File: config.mk
export PLATFORM = sky130hd
export DESIGN_NAME = stoch_frac_gen
export DESIGN_NICKNAME = d
export VERILOG_FILES = /design/src/rtl/sfg_pkg.sv /design/src/rtl/sfg_lfsr.sv /design/src/rtl/sfg_chain.sv /design/src/rtl/stoch_frac_gen.sv
export SDC_FILE = /design/constraint.sdc
export NUM_CORES = 1
export LEC_CHECK = 0
export ABC_AREA = 1
export BUFFER_PORTS_ARGS = -buffer_cell sky130_fd_sc_hd__clkbuf_2
export CORE_UTILIZATION = 60
export CTS_CLUSTER_SIZE = 8
export DETAILED_ROUTE_END_ITERATION = 10
export HOLD_SLACK_MARGIN = 0.03
export PLACE_DENSITY = 0.77
export SLEW_MARGIN = 25
export SYNTH_ARGS = -nofsm -noshare
export SYNTH_HDL_FRONTEND = slang
export SYNTH_SLANG_ARGS = --single-unit
File: constraint.sdc
create_clock -name clk -period 1.5 [get_ports clk]
set_clock_uncertainty 0.1 [all_clocks]
set_input_delay 0.3 -clock clk [delete_from_list [all_inputs] [get_ports clk]]
set_output_delay 0.3 -clock clk [all_outputs]
set_load 0.05 [all_outputs]
File: src/rtl/sfg_pkg.sv
package sfg_pkg;

   // Galois feedback masks (right-shifting form) for maximal-length LFSRs
   function automatic logic [31:0] sfg_taps(input int w);
      case (w)
         8:       return 32'h0000_00B8;
         16:      return 32'h0000_B400;
         24:      return 32'h00E1_0000;
         32:      return 32'h8020_0003;
         default: return 32'h0000_0000;
      endcase
   endfunction

   // Distinct nonzero seed per source index
   function automatic logic [31:0] sfg_seed(input int idx, input int w);
      logic [31:0] s;
      logic [31:0] m;
      s = 32'hACE1_2F5B ^ (32'(idx + 1) * 32'h9E37_79B1);
      s = s ^ (s >> 13);
      m = (w >= 32) ? 32'hFFFF_FFFF : ((32'd1 << w) - 32'd1);
      s = s & m;
      if (s == 32'd0) s = 32'd1;
      return s;
   endfunction

endpackage

File: src/rtl/sfg_lfsr.sv
module sfg_lfsr #(
   parameter int          LFSR_W = 16,
   parameter logic [31:0] SEED   = 32'h0000_0001
) (
   input  logic clk,
   input  logic rst_n,
   input  logic step,
   output logic rnd
);
   import sfg_pkg::*;

   localparam logic [31:0]       TAPS_ALL = sfg_taps(LFSR_W);
   localparam logic [LFSR_W-1:0] TAPS     = TAPS_ALL[LFSR_W-1:0];
   localparam logic [LFSR_W-1:0] INIT     = SEED[LFSR_W-1:0];

   generate
      if (TAPS_ALL == 32'd0) begin : g_bad_width
         $error("sfg_lfsr: unsupported LFSR_W");
      end
      if (INIT == '0) begin : g_bad_seed
         $error("sfg_lfsr: seed must be nonzero");
      end
   endgenerate

   logic [LFSR_W-1:0] state;

   always_ff @(posedge clk or negedge rst_n) begin
      if (!rst_n) begin
         state <= INIT;
      end else if (step) begin
         state <= state[0] ? ((state >> 1) ^ TAPS) : (state >> 1);
      end
   end

   assign rnd = state[0];

   AST_LFSR_NONZERO: assert property (@(posedge clk) disable iff (!rst_n)
      state != '0);

endmodule

File: src/rtl/sfg_chain.sv
module sfg_chain #(
   parameter int SEL_W = 4
) (
   input  logic [SEL_W-1:0] sel,
   input  logic [SEL_W-1:0] rnd,
   output logic             hit
);
   logic [SEL_W-1:0] node;

   // Stage 0: gated random switch, the only place a zero chance arises
   assign node[0] = sel[0] & rnd[0];

   generate
      for (genvar i = 1; i < SEL_W; i++) begin : g_stage
         // selector bit 1: parallel (OR), selector bit 0: series (AND)
         assign node[i] = sel[i] ? (rnd[i] | node[i-1]) : (rnd[i] & node[i-1]);
      end
   endgenerate

   assign hit = node[SEL_W-1];

   always_comb begin
      if (sel[SEL_W-1] && rnd[SEL_W-1]) begin
         AST_TOP_PARALLEL_CLOSED: assert (hit);
      end
      if (!sel[SEL_W-1] && !rnd[SEL_W-1]) begin
         AST_TOP_SERIES_OPEN: assert (!hit);
      end
   end

endmodule

File: src/rtl/stoch_frac_gen.sv
module stoch_frac_gen #(
   parameter int SEL_W  = 4,
   parameter int LFSR_W = 16
) (
   input  logic             clk,
   input  logic             rst_n,
   input  logic             en,
   input  logic [SEL_W-1:0] sel,
   output logic             rbit,
   output logic             rvalid
);
   import sfg_pkg::*;

   generate
      if (SEL_W < 1 || SEL_W > 24) begin : g_bad_sel
         $error("stoch_frac_gen: SEL_W out of range");
      end
   endgenerate

   logic [SEL_W-1:0] rnd;
   logic             hit;

   generate
      for (genvar i = 0; i < SEL_W; i++) begin : g_src
         localparam logic [31:0] SEED_I = sfg_seed(i, LFSR_W);
         sfg_lfsr #(
            .LFSR_W (LFSR_W),
            .SEED   (SEED_I)
         ) u_lfsr (
            .clk   (clk),
            .rst_n (rst_n),
            .step  (en),
            .rnd   (rnd[i])
         );
      end
   endgenerate

   sfg_chain #(
      .SEL_W (SEL_W)
   ) u_chain (
      .sel (sel),
      .rnd (rnd),
      .hit (hit)
   );

   always_ff @(posedge clk or negedge rst_n) begin
      if (!rst_n) begin
         rbit   <= 1'b0;
         rvalid <= 1'b0;
      end else begin
         rbit   <= en & hit;
         rvalid <= en;
      end
   end

   AST_RESET_CLEAR: assert property (@(posedge clk)
      !rst_n |-> (!rbit && !rvalid));
   AST_VALID_AFTER_EN: assert property (@(posedge clk) disable iff (!rst_n)
      en |=> rvalid);
   AST_IDLE_QUIET: assert property (@(posedge clk) disable iff (!rst_n)
      !en |=> (!rvalid && !rbit));
   AST_ZERO_SEL: assert property (@(posedge clk) disable iff (!rst_n)
      (en && sel == '0) |=> !rbit);

endmodule

==> impl_summary.log, run 1 <==
[metrics] status: complete, no violations
[metrics] minimum hold slack: 225 ps
[metrics] worst-case vdd ir drop: around 0.0009 V
[metrics] crit path cell chain: clkbuf_2
[metrics] Slew Limit Headroom: 0.782
[metrics] Initial Utilization: 0.646
[metrics] Reg2Reg Capture Point: rbit
[metrics] count of warnings emitted by yosys: 0
[metrics] number of buffers inserted to repair setup after CTS: 0
[metrics] dominant combinational cell family by area after synthesis: simple AND/OR/NAND/NOR gates
[metrics] final setup TNS: 0 ps
[metrics] unrepaired setup endpoints after global routing: false
[metrics] total global routing overflow: 0
[metrics] fin. max-slew vios: 0
[metrics] hold depth: 5
[metrics] power density over the cells: 1670 mW/mm^2
[metrics] Gate Count Post-Synth: 286
[metrics] width of the die: 68.8 um
[metrics] slew at the pin with the worst max-slew slack: ~330 ps
[metrics] Initial DRC Count: 105
[metrics] largest fanout on the critical path: 1
[metrics] master cell of the clock root buffer: clkbuf_8
[metrics] Logic pwr share: 0.164
[metrics] slowest stage cell on the critical path: dfrtp_1
[metrics] CTS tree: built
[metrics] sort of element at the start of the critical path: flop
[metrics] layout overhead on the synthesized area: 8.04%
[metrics] Net Count, Synth: 293
[metrics] Achievable Freq: 754 MHz
[metrics] xor-xnor portion of the synthesized cell area: 0.0393
[metrics] number of global-route vias before repair: 1550
[metrics] HPWL after detailed placement: 2.37 mm
[metrics] Data arrival, critical path: 930 ps
[metrics] share of the synthesized area in the top cell type: 0.355
[metrics] final weighted congestion in routability-driven placement: 0.710
[metrics] synthesized-area fraction occupied by and/or/nand/nor cells: 0.218
[metrics] sequential fraction of the synthesis area: 0.630
[metrics] final critical delay including setup and external delays: 1330 ps
[metrics] path type of the worst setup path: reg2out
[metrics] Crit path max-delay family: flip-flops
[metrics] Skew-Pair Late Insertion Delay: ~330 ps
[metrics] Die Ht: 68.8 um
[metrics] Site Rows: 23
[metrics] clock group share of total power: 0.251
[metrics] mean instance size in the synthesized netlist: 9.35 sq um
[metrics] worst min-delay path class: in2reg
[metrics] number of vias in the routed layout: 1691
[metrics] I/O pin count: 9
[metrics] buffers plus inverters on the worst setup path: 1
[metrics] global-route wire length before repair: 6.80 mm
[metrics] share of synthesized area spent on multiplexers: 0
[metrics] clock input transition at the sequential cells of the worst setup and hold paths: 60 ps
[metrics] worst setup slack for register-to-register paths: 350 ps
[metrics] mapped cell area: 0.00268 sq mm
[metrics] compound-gate portion of the synthesized area: 0.0482
[metrics] layout cells sized above 1: 0.176
[metrics] buffer levels on the longest clock path: 2
[metrics] Via-to-Cell Ratio: 4.89
[metrics] Layout Nets: 299
[metrics] pin count of the biggest net entering global routing: 67
[metrics] HP Start: sel[2]
[metrics] number of search-and-repair iterations in the first detailed-routing pass: 4
[metrics] Met2 Wirelength: 1.75 mm
[metrics] number of hold violations in the final report: 0
[metrics] Antenna Cells: 0
[metrics] switching share of total power: 0.276
[metrics] dominant cells by area after synthesis: dfrtp_1 36%, dfstp_2 28%, nand2_1 22%
[metrics] number of max-cap violations: 0
[metrics] distinct cell type count after synthesis: 14
[metrics] post-synthesis sequential element count: 66
[metrics] clock sink count: between 60 and 70
[metrics] number of endpoints failing setup at the final stage: 0
[metrics] Core Footprint: 0.00414 sq mm
[metrics] Static Leakage: 1.41 nW
[metrics] final cycle utilization of the critical path: 0.884
[metrics] share of power burned in registers: 0.585
[metrics] top sig layer: met4
[metrics] adder and majority cell fraction of the synthesized area: 0
[metrics] Slowest Stage Delay on Critical Path: approximately 330 ps
[metrics] endpoint of the worst hold-timing path: rbit
[metrics] total net switching power: 1.33 mW
[metrics] full die area: 0.00473 sq mm
[metrics] Power Internal: 3.50 mW
[metrics] Routed WL per cell: about 11 um
[metrics] detailed-route wire length on metal 1: 1.99 mm
[metrics] H-tree levels: 3
[metrics] Critical Path Sink Type: primary output
[metrics] Post-Route WL: 3.98 mm
[metrics] Global Route Usage Sum: 0.205
[metrics] cell taking the most area after synthesis: dfrtp_1
[metrics] number of buffers inserted during clock tree synthesis: 9
[metrics] remaining design rule violation count: 0
[metrics] detailed-routed wire length on met3: 214 um
[metrics] IO Port Bufs: 8
[metrics] FF-to-FF Start: g_src[1].u_lfsr.state[0]
[metrics] number of nets with antenna violations after routing: 0
[metrics] Worst Reg2Reg Path Length in Cells: 4
[metrics] initial antenna violation count: 0
[metrics] Worst EP required: 1100 ps
[metrics] number of fillers in the final layout: 311
## registers in the layout, indices dropped and copies added (netlist names)
signal	cells
rvalid	1
rbit	1
g_src.u_lfsr.state	64
## synthesized netlist by cell type, drive strengths merged
master / n
dfstp: 28
buf: 16
dfrtp: 38
o21ai: 24
clkbuf: 2
inv: 10
xnor2: 12
nand2: 154
nand3: 1
a21oi: 1
## cell type report
type / count / area, sq um / share of cell area
Clock buffer: 15 / 156 / 0.0541
Tap cell: 50 / 62.6 / 0.0216
Inverter: 10 / 37.5 / 0.0130
Timing Repair Buffer: 13 / 130 / 0.0450
Sequential cell: 66 / 1690 / 0.584
Multi-Input combinational cell: 192 / 817 / 0.283
## stage by stage
step	utilization	cell area (sq um)	power, mW	worst slack, ps	std cells
after floorplan	-	2680	3.44	385	286
after global placement	0.657	2720	3.61	298	330
after detailed placement	0.657	2720	3.66	258	330
after CTS	0.697	2890	4.90	162	346
after global routing	0.697	2890	5.18	122	346
final	0.697	2890	4.83	175	346
## what timing repair did
action                                 4_1_cts  5_1_grt
resized for setup                            0        0
endpoints found under the hold margin       38        0
hold buffers                                 1        0
## power groups by stage
stage	logic [mW]	clock network (mW)	registers, mW
after floorplan	0.700	0	2.74
after global placement	0.768	0	2.84
after detailed placement	0.809	0	2.85
after CTS	0.811	1.25	2.83
after global routing	0.941	1.33	2.91
final	0.792	1.21	2.83
## routing by layer
metal | up-vias | global-route usage
met5 | - | 0
met3 | 3 | 0.0888
met4 | 0 | 0.0765
met2 | 34 | 0.288
met1 | 777 | 0.282
li1 | 877 | -
## worst max path at each step
stage	start	endpoint	slack, ps	cells after the start
finish	rbit	rbit	170	1
global route	rbit	rbit	120	1
CTS	rbit	rbit	160	1
detailed placement	en	g_src[0].u_lfsr.state[13]	260	4
global placement	en	g_src[1].u_lfsr.state[10]	300	4
floorplan	g_src[1].u_lfsr.state[0]	rbit	390	5
## cells by family after synthesis
kind of cell	count (synthesis)
and+or+nand+nor	155
AOI/OAI and AO/OA	25
buffers and inverters	28
DFF	66
xor gates and xnor gates	12
## cell usage in the layout (no fill, tap or decap), types with 4 or more instances in the layout
cell | synthesis | final
clkbuf_1 | 0 | 5
clkbuf_2 | 2 | 8
dfstp_2 | 28 | 28
buf_12 | 0 | 4
xnor2_1 | 12 | 12
o21ai_1 | 8 | 8
nand2_1 | 154 | 154
clkbuf_8 | 0 | 10
inv_1 | 9 | 9
dfrtp_1 | 38 | 38
o21ai_0 | 15 | 15
No activity file was read; power rests on OpenSTA's default activity.
==> run 2, diff against run 1 <==
--- a/config.mk
+++ b/config.mk
@@ -7,12 +7,14 @@
 export LEC_CHECK = 0
 export ABC_AREA = 1
 export BUFFER_PORTS_ARGS = -buffer_cell sky130_fd_sc_hd__clkbuf_2
-export CORE_UTILIZATION = 60
+export CAP_MARGIN = 20
+export CORE_UTILIZATION = 61
 export CTS_CLUSTER_SIZE = 8
 export DETAILED_ROUTE_END_ITERATION = 10
 export HOLD_SLACK_MARGIN = 0.03
-export PLACE_DENSITY = 0.77
+export PLACE_DENSITY = 0.78
 export SLEW_MARGIN = 25
 export SYNTH_ARGS = -nofsm -noshare
 export SYNTH_HDL_FRONTEND = slang
+export SYNTH_HIERARCHICAL = 1
 export SYNTH_SLANG_ARGS = --single-unit
==> run 2 against run 1 <==
- register-to-register slack about the same
- synthesized area rose by 5.1%
- sequential share of layout area down 3.2 points
- clock power up 25%
- maximum frequency decreased by 3.2%
==> impl_summary.log, run 2 <==
[metrics] fin. max-slew vios: 0 (unchanged)
[metrics] master cell of the clock root buffer: clkbuf_8
[metrics] number of search-and-repair iterations in the first detailed-routing pass: 4 (unchanged)
[metrics] number of hold violations in the final report: 0 (unchanged)
[metrics] total net switching power: 1.43 mW (+7.6%)
[metrics] crit path cell chain: clkbuf_2
[metrics] worst min-delay path class: in2reg
[metrics] dominant combinational cell family by area after synthesis: simple AND/OR/NAND/NOR gates
[metrics] I/O pin count: 9 (unchanged)
[metrics] Routed WL per cell: 11.6 um (+0.80%)
[metrics] Achievable Freq: 730 MHz (-3.2%)
[metrics] unrepaired setup endpoints after global routing: false
[metrics] final critical delay including setup and external delays: 1370 ps (+43.7 ps)
[metrics] most repeated cell in the gate-level netlist after synthesis: nand2_1
[metrics] sort of element at the start of the critical path: flop
[metrics] number of vias in the routed layout: 1924 (+14%)
[metrics] mapped cell area: 0.00281 sq mm (+5.1%)
[metrics] number of nets with antenna violations after routing: 0 (unchanged)
[metrics] cell taking the most area after synthesis: dfrtp_1
[metrics] worst-case vdd ir drop: 0.000920 V (+1.9%)
[metrics] share of the synthesized area in the top cell type: 0.338 (-0.0172)
[metrics] global-route wire length before repair: 8.07 mm (+19%)
[metrics] Layout Nets: 334 (+12%)
[metrics] number of resized instances in the post-cts repair step: 0 (unchanged)
[metrics] number of max-cap violations: 0 (unchanged)
[metrics] worst setup slack for register-to-register paths: 360 ps (about the same)
[metrics] Initial Utilization: 0.641 (-0.00426)
[metrics] layout overhead on the synthesized area: 8.81%
[metrics] Die Ht: 69.9 um (+1.6%)
[metrics] Site Rows: 24 (+4.3%)
[metrics] count of warnings emitted by yosys: 6 (+6)
[metrics] number of buffers inserted to repair setup after CTS: 0 (unchanged)
[metrics] FF-to-FF Start: g_src[1].u_lfsr/state[0]
[metrics] number of fillers in the final layout: 315 (+1.3%)
[metrics] Post-Route WL: 4.45 mm (+12%)
[metrics] Largest Register: g_src.u_lfsr/state
[metrics] Initial DRC Count: 145 (+38%)
[metrics] number of buffers inserted by hold repair at cts: 1 (unchanged)
[metrics] clock group share of total power: 0.296 (+0.045)
[metrics] post-synthesis sequential element count: 66 (unchanged)
[metrics] compound-gate portion of the synthesized area: 0.0316 (-0.0166)
[metrics] flip-flop cell with the highest count after synthesis: dfrtp_1
[metrics] Crit path max-delay family: flip-flops
[metrics] Reg2Reg Capture Point: rbit
[metrics] number of buffers inserted during clock tree synthesis: 9 (unchanged)
[metrics] total global routing overflow: 0 (unchanged)
[metrics] Post-synth top cells: 169 x nand2_1, 38 x dfrtp_1, 28 x dfstp_2
[metrics] final weighted congestion in routability-driven placement: 0.725 (+2.2%)
[metrics] proportion of register bits with asynchronous set or reset after synthesis: 1.00 (unchanged)
[metrics] Seq. cell area: 0.00169 sq mm (unchanged)
[metrics] remaining design rule violation count: 0 (unchanged)
[metrics] path type of the worst setup path: reg2out
[metrics] full die area: 0.00488 sq mm (+3.3%)
[metrics] final cycle utilization of the critical path: 0.913 (+0.0291)
[metrics] top flop regs: g_src.u_lfsr/state: 64 flops, rbit: 1 flops, rvalid: 1 flops
[metrics] largest fanout on the critical path: 1 (unchanged)
[metrics] Worst EP required: 1100 ps (about the same)
[metrics] leading cell type in the layout, fill and taps excluded: nand2_1
[metrics] initial antenna violation count: 0 (unchanged)
[metrics] Static Leakage: 1.58 nW (+12%)
[metrics] width of the die: 69.9 um (+1.6%)
[metrics] slowest stage cell on the critical path: dfrtp_1
[metrics] dominant cells by area after synthesis: dfrtp_1 34%, dfstp_2 26%, nand2_1 23%
[metrics] number of flip-flops in the largest register: 64 (unchanged)
[metrics] IO Port Bufs: 8 (unchanged)
[metrics] post-route insts no fill: 384 (+11%)
[metrics] HP Start: sel[3]
[metrics] number of endpoints failing setup at the final stage: 0 (unchanged)
[metrics] EDFF count, synth: 0 (unchanged)
[metrics] Critical Path Sink Type: primary output
[metrics] sequential fraction of the synthesis area: 0.600 (-0.0306)
[metrics] Worst Reg2Reg Path Length in Cells: 6 (+2)
[metrics] Via-to-Cell Ratio: 5.01 (+2.5%)
[metrics] Slowest Stage Delay on Critical Path: 350 ps (+20 ps)
[metrics] final setup TNS: 0 ps (unchanged)
[metrics] Core Footprint: 0.00438 sq mm (+5.8%)
[metrics] number of global-route vias before repair: 1938 (+25%)
[metrics] hold depth: 5 (unchanged)
[metrics] Antenna Cells: 0 (unchanged)
[metrics] Power Internal: 3.67 mW (+4.9%)
[metrics] distinct cell type count after synthesis: 12 (-2)
[metrics] xor-xnor portion of the synthesized cell area: 0 (-0.0393)
[metrics] buffer levels on the longest clock path: 2 (unchanged)
[metrics] share of power burned in registers: 0.542 (-0.043)
[metrics] Skew-Pair Late Insertion Delay: 330 ps (about the same)
[metrics] layout cells sized above 1: 0.214 (+0.0382)
[metrics] clock input transition at the sequential cells of the worst setup and hold paths: 70 ps (about the same)
[metrics] clock sink count: 66 (unchanged)
[metrics] Net Count, Synth: 323 (+10%)
[metrics] status: complete, no violations
[metrics] area taken by multi-input logic gates: 872 sq um (+6.7%)
[metrics] placed instance count: 367 (+11%)
[metrics] CTS tree: built
[metrics] Data arrival, critical path: 970 ps (+40 ps)
[metrics] slew at the pin with the worst max-slew slack: 329 ps (+2.26 ps)
[metrics] endpoint of the worst hold-timing path: rbit
[metrics] switching share of total power: 0.281 (+0.00499)
[metrics] buffers plus inverters on the worst setup path: 1 (unchanged)
[metrics] Slew Limit Headroom: 0.781 (-0.00151)
[metrics] mean instance size in the synthesized netlist: 8.90 sq um (-4.9%)
[metrics] adder and majority cell fraction of the synthesized area: 0 (unchanged)
[metrics] commonest cells after routing, fill and taps aside: 169 x nand2_1, 38 x dfrtp_1, 28 x dfstp_2
[metrics] HPWL after detailed placement: 2.61 mm (+10%)
[metrics] Logic pwr share: 0.162 (-0.002)
[metrics] power density over the cells: 1670 mW/mm^2 (-0.18%)
[metrics] minimum hold slack: 233 ps (+8.24 ps)
[metrics] synthesized-area fraction occupied by and/or/nand/nor cells: 0.279 (+0.0606)
[metrics] Global Route Usage Sum: 0.216 (+0.0112)
[metrics] share of synthesized area spent on multiplexers: 0 (unchanged)
[metrics] pin count of the biggest net entering global routing: 67 (unchanged)
[metrics] H-tree levels: 3 (unchanged)
[metrics] Gate Count Post-Synth: 316 (+10%)
## run 2: cell count changes in the layout (fill, tap and decap cells not counted), moves of 8 or more
cell	delta
o21ai_1	-8
nand2_1	+15
nand3_1	+11
nand2_2	+12
inv_1	+13
xnor2_1	-12
## run 2: routing by layer
| metal | wire, um | vias to the layer above | global-route usage |
|---|---|---|---|
| met1 | 2170 | 906 | 0.267 |
| met5 | 0 | - | 0 |
| met4 | 102 | 0 | 0.131 |
| met3 | 153 | 10 | 0.0678 |
| li1 | - | 979 | - |
| met2 | 2020 | 29 | 0.333 |
## run 2: logic make-up after synthesis
| family | Yosys count |
|---|---|
| AO/OA/AOI/OAI | 17 |
| AND/OR/NAND/NOR | 195 |
| flip-flops | 66 |
| buffers and inverters | 38 |
## run 2: power by group through the flow
stage / Sequential, mW / Combinational [mW] / Clock (mW)
floorplan: 2.73 / 0.650 / 0
global placement: 2.77 / 0.782 / 0
detailed placement: 2.78 / 0.828 / 0
CTS: 2.76 / 0.842 / 1.55
global route: 2.83 / 0.989 / 1.63
finish: 2.77 / 0.826 / 1.51
## run 2: area by class of cell
type                            count  share of cell area
Multi-Input combinational cell    212               0.285
Timing Repair Buffer               12              0.0360
Tap cell                           52              0.0213
Sequential cell                    66               0.551
Clock buffer                       14              0.0564
Inverter                           26              0.0384
Clock inverter                      2              0.0115
## run 2: how the worst max path moves through the flow
stage	to	cells after the start	slack, ps	start
2_1_floorplan	rbit	6	440	g_src[1].u_lfsr/state[0]
3_3_place_gp	g_src[3].u_lfsr/state[15]	5	400	en
3_5_place_dp	rbit	6	370	g_src[1].u_lfsr/state[0]
4_1_cts	rbit	1	130	rbit
5_1_grt	rbit	1	90	rbit
6_report	rbit	1	130	rbit
## run 2: stage by stage
| stage | setup WS (ps) | power [mW] | util | instance area (sq um) |
|---|---|---|---|---|
| global placement | 400 | 3.56 | 0.648 | 2840 |
| floorplan | 437 | 3.38 | - | 2810 |
| CTS | 127 | 5.16 | 0.698 | 3060 |
| detailed placement | 367 | 3.61 | 0.648 | 2840 |
| global route | 94.7 | 5.45 | 0.698 | 3060 |
| finish | 131 | 5.10 | 0.698 | 3060 |
==> run 3, diff against run 2 <==
--- a/config.mk
+++ b/config.mk
@@ -5,14 +5,13 @@
 export SDC_FILE = /design/constraint.sdc
 export NUM_CORES = 1
 export LEC_CHECK = 0
-export ABC_AREA = 1
 export BUFFER_PORTS_ARGS = -buffer_cell sky130_fd_sc_hd__clkbuf_2
 export CAP_MARGIN = 20
-export CORE_UTILIZATION = 61
+export CORE_UTILIZATION = 60
 export CTS_CLUSTER_SIZE = 8
 export DETAILED_ROUTE_END_ITERATION = 10
 export HOLD_SLACK_MARGIN = 0.03
-export PLACE_DENSITY = 0.78
+export PLACE_DENSITY = 0.77
 export SLEW_MARGIN = 25
 export SYNTH_ARGS = -nofsm -noshare
 export SYNTH_HDL_FRONTEND = slang
==> run 3 against run 2 <==
- sequential share of layout area increased by 0.64 points
- global-route usage is 3.7 points lower
- highest routed layer unchanged
- cell area shrank 1.1%
- power rose by 31%
==> impl_summary.log, run 3 <==
[metrics] pin count of the biggest net entering global routing: 52 (-22%)
[metrics] hold depth: 4 (-1)
[metrics] dominant cells by area after synthesis: dfrtp_1 35%, dfstp_2 27%, mux2_2 15%
[metrics] largest fanout on the critical path: 1 (unchanged)
[metrics] mean instance size in the synthesized netlist: 16.2 sq um (+82%)
[metrics] adder and majority cell fraction of the synthesized area: 0 (unchanged)
[metrics] status: complete, no violations
[metrics] remaining design rule violation count: 0 (unchanged)
[metrics] Static Leakage: 1.27 nW (-20%)
[metrics] number of nets with antenna violations after routing: 0 (unchanged)
[metrics] Slew Limit Headroom: 0.713 (-0.0678)
[metrics] PnR worst setup slack: 171 ps (+40.2 ps)
[metrics] slowest stage cell on the critical path: dfrtp_1
[metrics] leading cell type in the layout, fill and taps excluded: dfrtp_1
[metrics] Post-Route WL: 3.60 mm (-19%)
[metrics] share of the synthesized area in the top cell type: 0.350 (+0.0122)
[metrics] xor-xnor portion of the synthesized cell area: 0.0387 (+0.0387)
[metrics] core utilization of the finished layout: 0.695 (-0.00323)
[metrics] buffer levels on the longest clock path: 2 (unchanged)
[metrics] Slowest Stage Delay on Critical Path: 330 ps (-20 ps)
[metrics] width of the die: 69.3 um (-0.91%)
[metrics] Initial DRC Count: 38 (-74%)
[metrics] final critical delay including setup and external delays: 1330 ps (-40.2 ps)
[metrics] Crit path depth: 1 (unchanged)
[metrics] sort of element at the start of the critical path: flop
[metrics] EDFF count, synth: 0 (unchanged)
[metrics] crit path cell chain: clkbuf_2
[metrics] minimum hold slack: 255 ps (+22.1 ps)
[metrics] first element of the critical path: rbit
[metrics] Critical Path Sink Type: primary output
[metrics] count of warnings emitted by yosys: 6 (unchanged)
[metrics] Global Route Usage Sum: 0.179 (-0.0374)
[metrics] Net Count, Synth: 175 (-46%)
[metrics] Crit path max-delay family: flip-flops
[metrics] distinct cell type count after synthesis: 15 (+3)
[metrics] unrepaired setup endpoints after global routing: false
[metrics] Tot Pwr: 6.71 mW (+31%)
[metrics] flip-flop cell with the highest count after synthesis: dfrtp_1
[metrics] most repeated cell in the gate-level netlist after synthesis: dfrtp_1
[metrics] worst-case vdd ir drop: 0.00112 V (+21%)
[metrics] top flop regs: g_src.u_lfsr/state: 64 flops, rbit: 1 flops, rvalid: 1 flops
[metrics] clock input transition at the sequential cells of the worst setup and hold paths: 70 ps (about the same)
[metrics] Worst Reg2Reg Path Length in Cells: 4 (-2)
[metrics] share of synthesized area spent on multiplexers: 0.238 (+0.238)
[metrics] Site Rows: 24 (unchanged)
[metrics] Via-to-Cell Ratio: 5.27 (+5.2%)
[metrics] IO Port Bufs: 8 (unchanged)
[metrics] number of flip-flops in the largest register: 64 (unchanged)
[metrics] path type of the worst setup path: reg2out
[metrics] number of fillers in the final layout: 272 (-14%)
[metrics] master cell of the clock root buffer: clkbuf_8
[metrics] sequential fraction of the synthesis area: 0.621 (+0.0216)
[metrics] global-route wire length before repair: 6.47 mm (-20%)
[metrics] number of buffers inserted to repair setup after CTS: 0 (unchanged)
[metrics] final weighted congestion in routability-driven placement: 0.753 (+3.8%)
[metrics] CTS tree: built
[metrics] Largest Register: g_src.u_lfsr/state
[metrics] Post-synth top cells: 38 x dfrtp_1, 36 x mux2_2, 28 x dfstp_2
[metrics] Power Internal: 5.02 mW (+37%)
[metrics] layout overhead on the synthesized area: 11.4%
[metrics] clock group share of total power: 0.252 (-0.044)
[metrics] Worst EP required: 1100 ps (about the same)
[metrics] Die Ht: 69.3 um (-0.91%)
[metrics] worst setup slack for register-to-register paths: 220 ps (-140 ps)
[metrics] Routed WL per cell: 14.8 um (+28%)
[metrics] Gate Count Post-Synth: 168 (-47%)
[metrics] HPWL after detailed placement: 2.42 mm (-7.4%)
[metrics] Initial Utilization: 0.623 (-0.0180)
[metrics] number of search-and-repair iterations in the first detailed-routing pass: 4 (unchanged)
[metrics] number of hold violations in the final report: 0 (unchanged)
[metrics] Skew-Pair Late Insertion Delay: 330 ps (about the same)
[metrics] fin. max-slew vios: 0 (unchanged)
[metrics] number of global-route vias before repair: 1332 (-31%)
[metrics] buffers plus inverters on the worst setup path: 1 (unchanged)
[metrics] number of endpoints failing setup at the final stage: 0 (unchanged)
[metrics] HP Start: sel[3]
[metrics] crit path capture: rbit
[metrics] worst min-delay path class: in2reg
[metrics] Core Footprint: 0.00435 sq mm (-0.68%)
[metrics] compound-gate portion of the synthesized area: 0.0355 (+0.00390)
[metrics] post-synthesis sequential element count: 66 (unchanged)
[metrics] final setup TNS: 0 ps (unchanged)
[metrics] full die area: 0.00480 sq mm (-1.8%)
[metrics] layout cells sized above 1: 0.581 (+0.367)
[metrics] commonest cells after routing, fill and taps aside: 38 x dfrtp_1, 36 x mux2_2, 28 x dfstp_2
[metrics] clock sink count: 66 (unchanged)
[metrics] number of vias in the routed layout: 1281 (-33%)
[metrics] Layout Nets: 193 (-42%)
[metrics] cell taking the most area after synthesis: dfrtp_1
[metrics] initial antenna violation count: 0 (unchanged)
[metrics] number of buffers inserted during clock tree synthesis: 9 (unchanged)
[metrics] H-tree levels: 3 (unchanged)
[metrics] Antenna Cells: 0 (unchanged)
[metrics] Reg2Reg Capture Point: rbit
[metrics] total net switching power: 1.69 mW (+18%)
[metrics] mapped cell area: 0.00271 sq mm (-3.5%)
[metrics] Data arrival, critical path: 930 ps (-40 ps)
[metrics] Logic pwr share: 0.229 (+0.067)
[metrics] I/O pin count: 9 (unchanged)
[metrics] number of max-cap violations: 0 (unchanged)
[metrics] synthesized-area fraction occupied by and/or/nand/nor cells: 0.0203 (-0.258)
[metrics] dominant combinational cell family by area after synthesis: multiplexers
[metrics] slew at the pin with the worst max-slew slack: 431 ps (+102 ps)
[metrics] total global routing overflow: 0 (unchanged)
[metrics] Achievable Freq: 752 MHz (+3.0%)
[metrics] worst setup slack after placement: 195 ps (-171 ps)
[metrics] final cycle utilization of the critical path: 0.886 (-0.0268)
[metrics] switching share of total power: 0.252 (-0.0292)
[metrics] FF-to-FF Start: g_src[1].u_lfsr/state[0]
[metrics] proportion of register bits with asynchronous set or reset after synthesis: 1.00 (unchanged)
[metrics] share of power burned in registers: 0.518 (-0.024)
[metrics] power density over the cells: 2220 mW/mm^2 (+33%)
==> run 3: cell types whose count changed after synthesis, sizes merged, moves of 12 or more <==
cell,delta
inv,-26
mux2,+52
nand2,-180
nand3,-13
o21ai,-15
xnor2,+12
==> run 3: routing by layer <==
| metal | global-route usage | vias up | wire [um] |
|---|---|---|---|
| met5 | 0 | - | 0 |
| met3 | 0.0451 | 8 | 93 |
| met1 | 0.243 | 643 | 1730 |
| li1 | - | 616 | - |
| met2 | 0.255 | 14 | 1700 |
| met4 | 0.122 | 0 | 76 |
==> run 3: cells by family after synthesis <==
kind of cell,after synthesis
flops,66
mux,52
compound gates,16
simple gates,14
xor+xnor,12
buf+inv,8
==> run 3: through the flow <==
stage,instance area (sq um),cells
final,3020,243
after global routing,3020,243
after CTS,3020,243
after detailed placement,2780,226
after global placement,2780,226
after floorplan,2710,168
==> run 3: cell type report <==
type / count / area, sq um / share of cell area
tap: 52 / 65.1 / 0.0215
multi-input combinational: 94 / 902 / 0.298
clock inverter: 4 / 72.6 / 0.0240
sequential: 66 / 1690 / 0.558
timing repair buffer: 15 / 133 / 0.0439
clock buffer: 12 / 165 / 0.0546
==> run 3: worst reg2reg max path, delay by kind of cell, from the launching register on <==
| kind | cells | cell delay [ps] |
|---|---|---|
| and+or+nand+nor | 1 | 140 |
| AOI/OAI and AO/OA | 3 | 370 |
| DFF | 1 | 610 |
==> run 3: power groups by stage <==
stage          sequential, mW  combinational [mW]  clock [mW]
2_1_floorplan            3.38                1.29           0
3_3_place_gp             3.45                1.48           0
3_5_place_dp             3.51                1.56           0
4_1_cts                  3.49                1.57        1.75
5_1_grt                  3.61                1.69        1.81
6_report                 3.48                1.54        1.69
==> run 3: worst min path at each step <==
| stage | end |
|---|---|
| after CTS | rbit |
| final | rbit |
| after global placement | g_src[1].u_lfsr/state[9] |
| after floorplan | g_src[0].u_lfsr/state[0] |
| after detailed placement | g_src[1].u_lfsr/state[9] |
| after global routing | rbit |
==> run 3: timing repair <==
item / in CTS / in global routing
endpoints found under the hold margin: 7 / 0
hold buffers: 1 / 0
gates resized for setup: 0 / 0
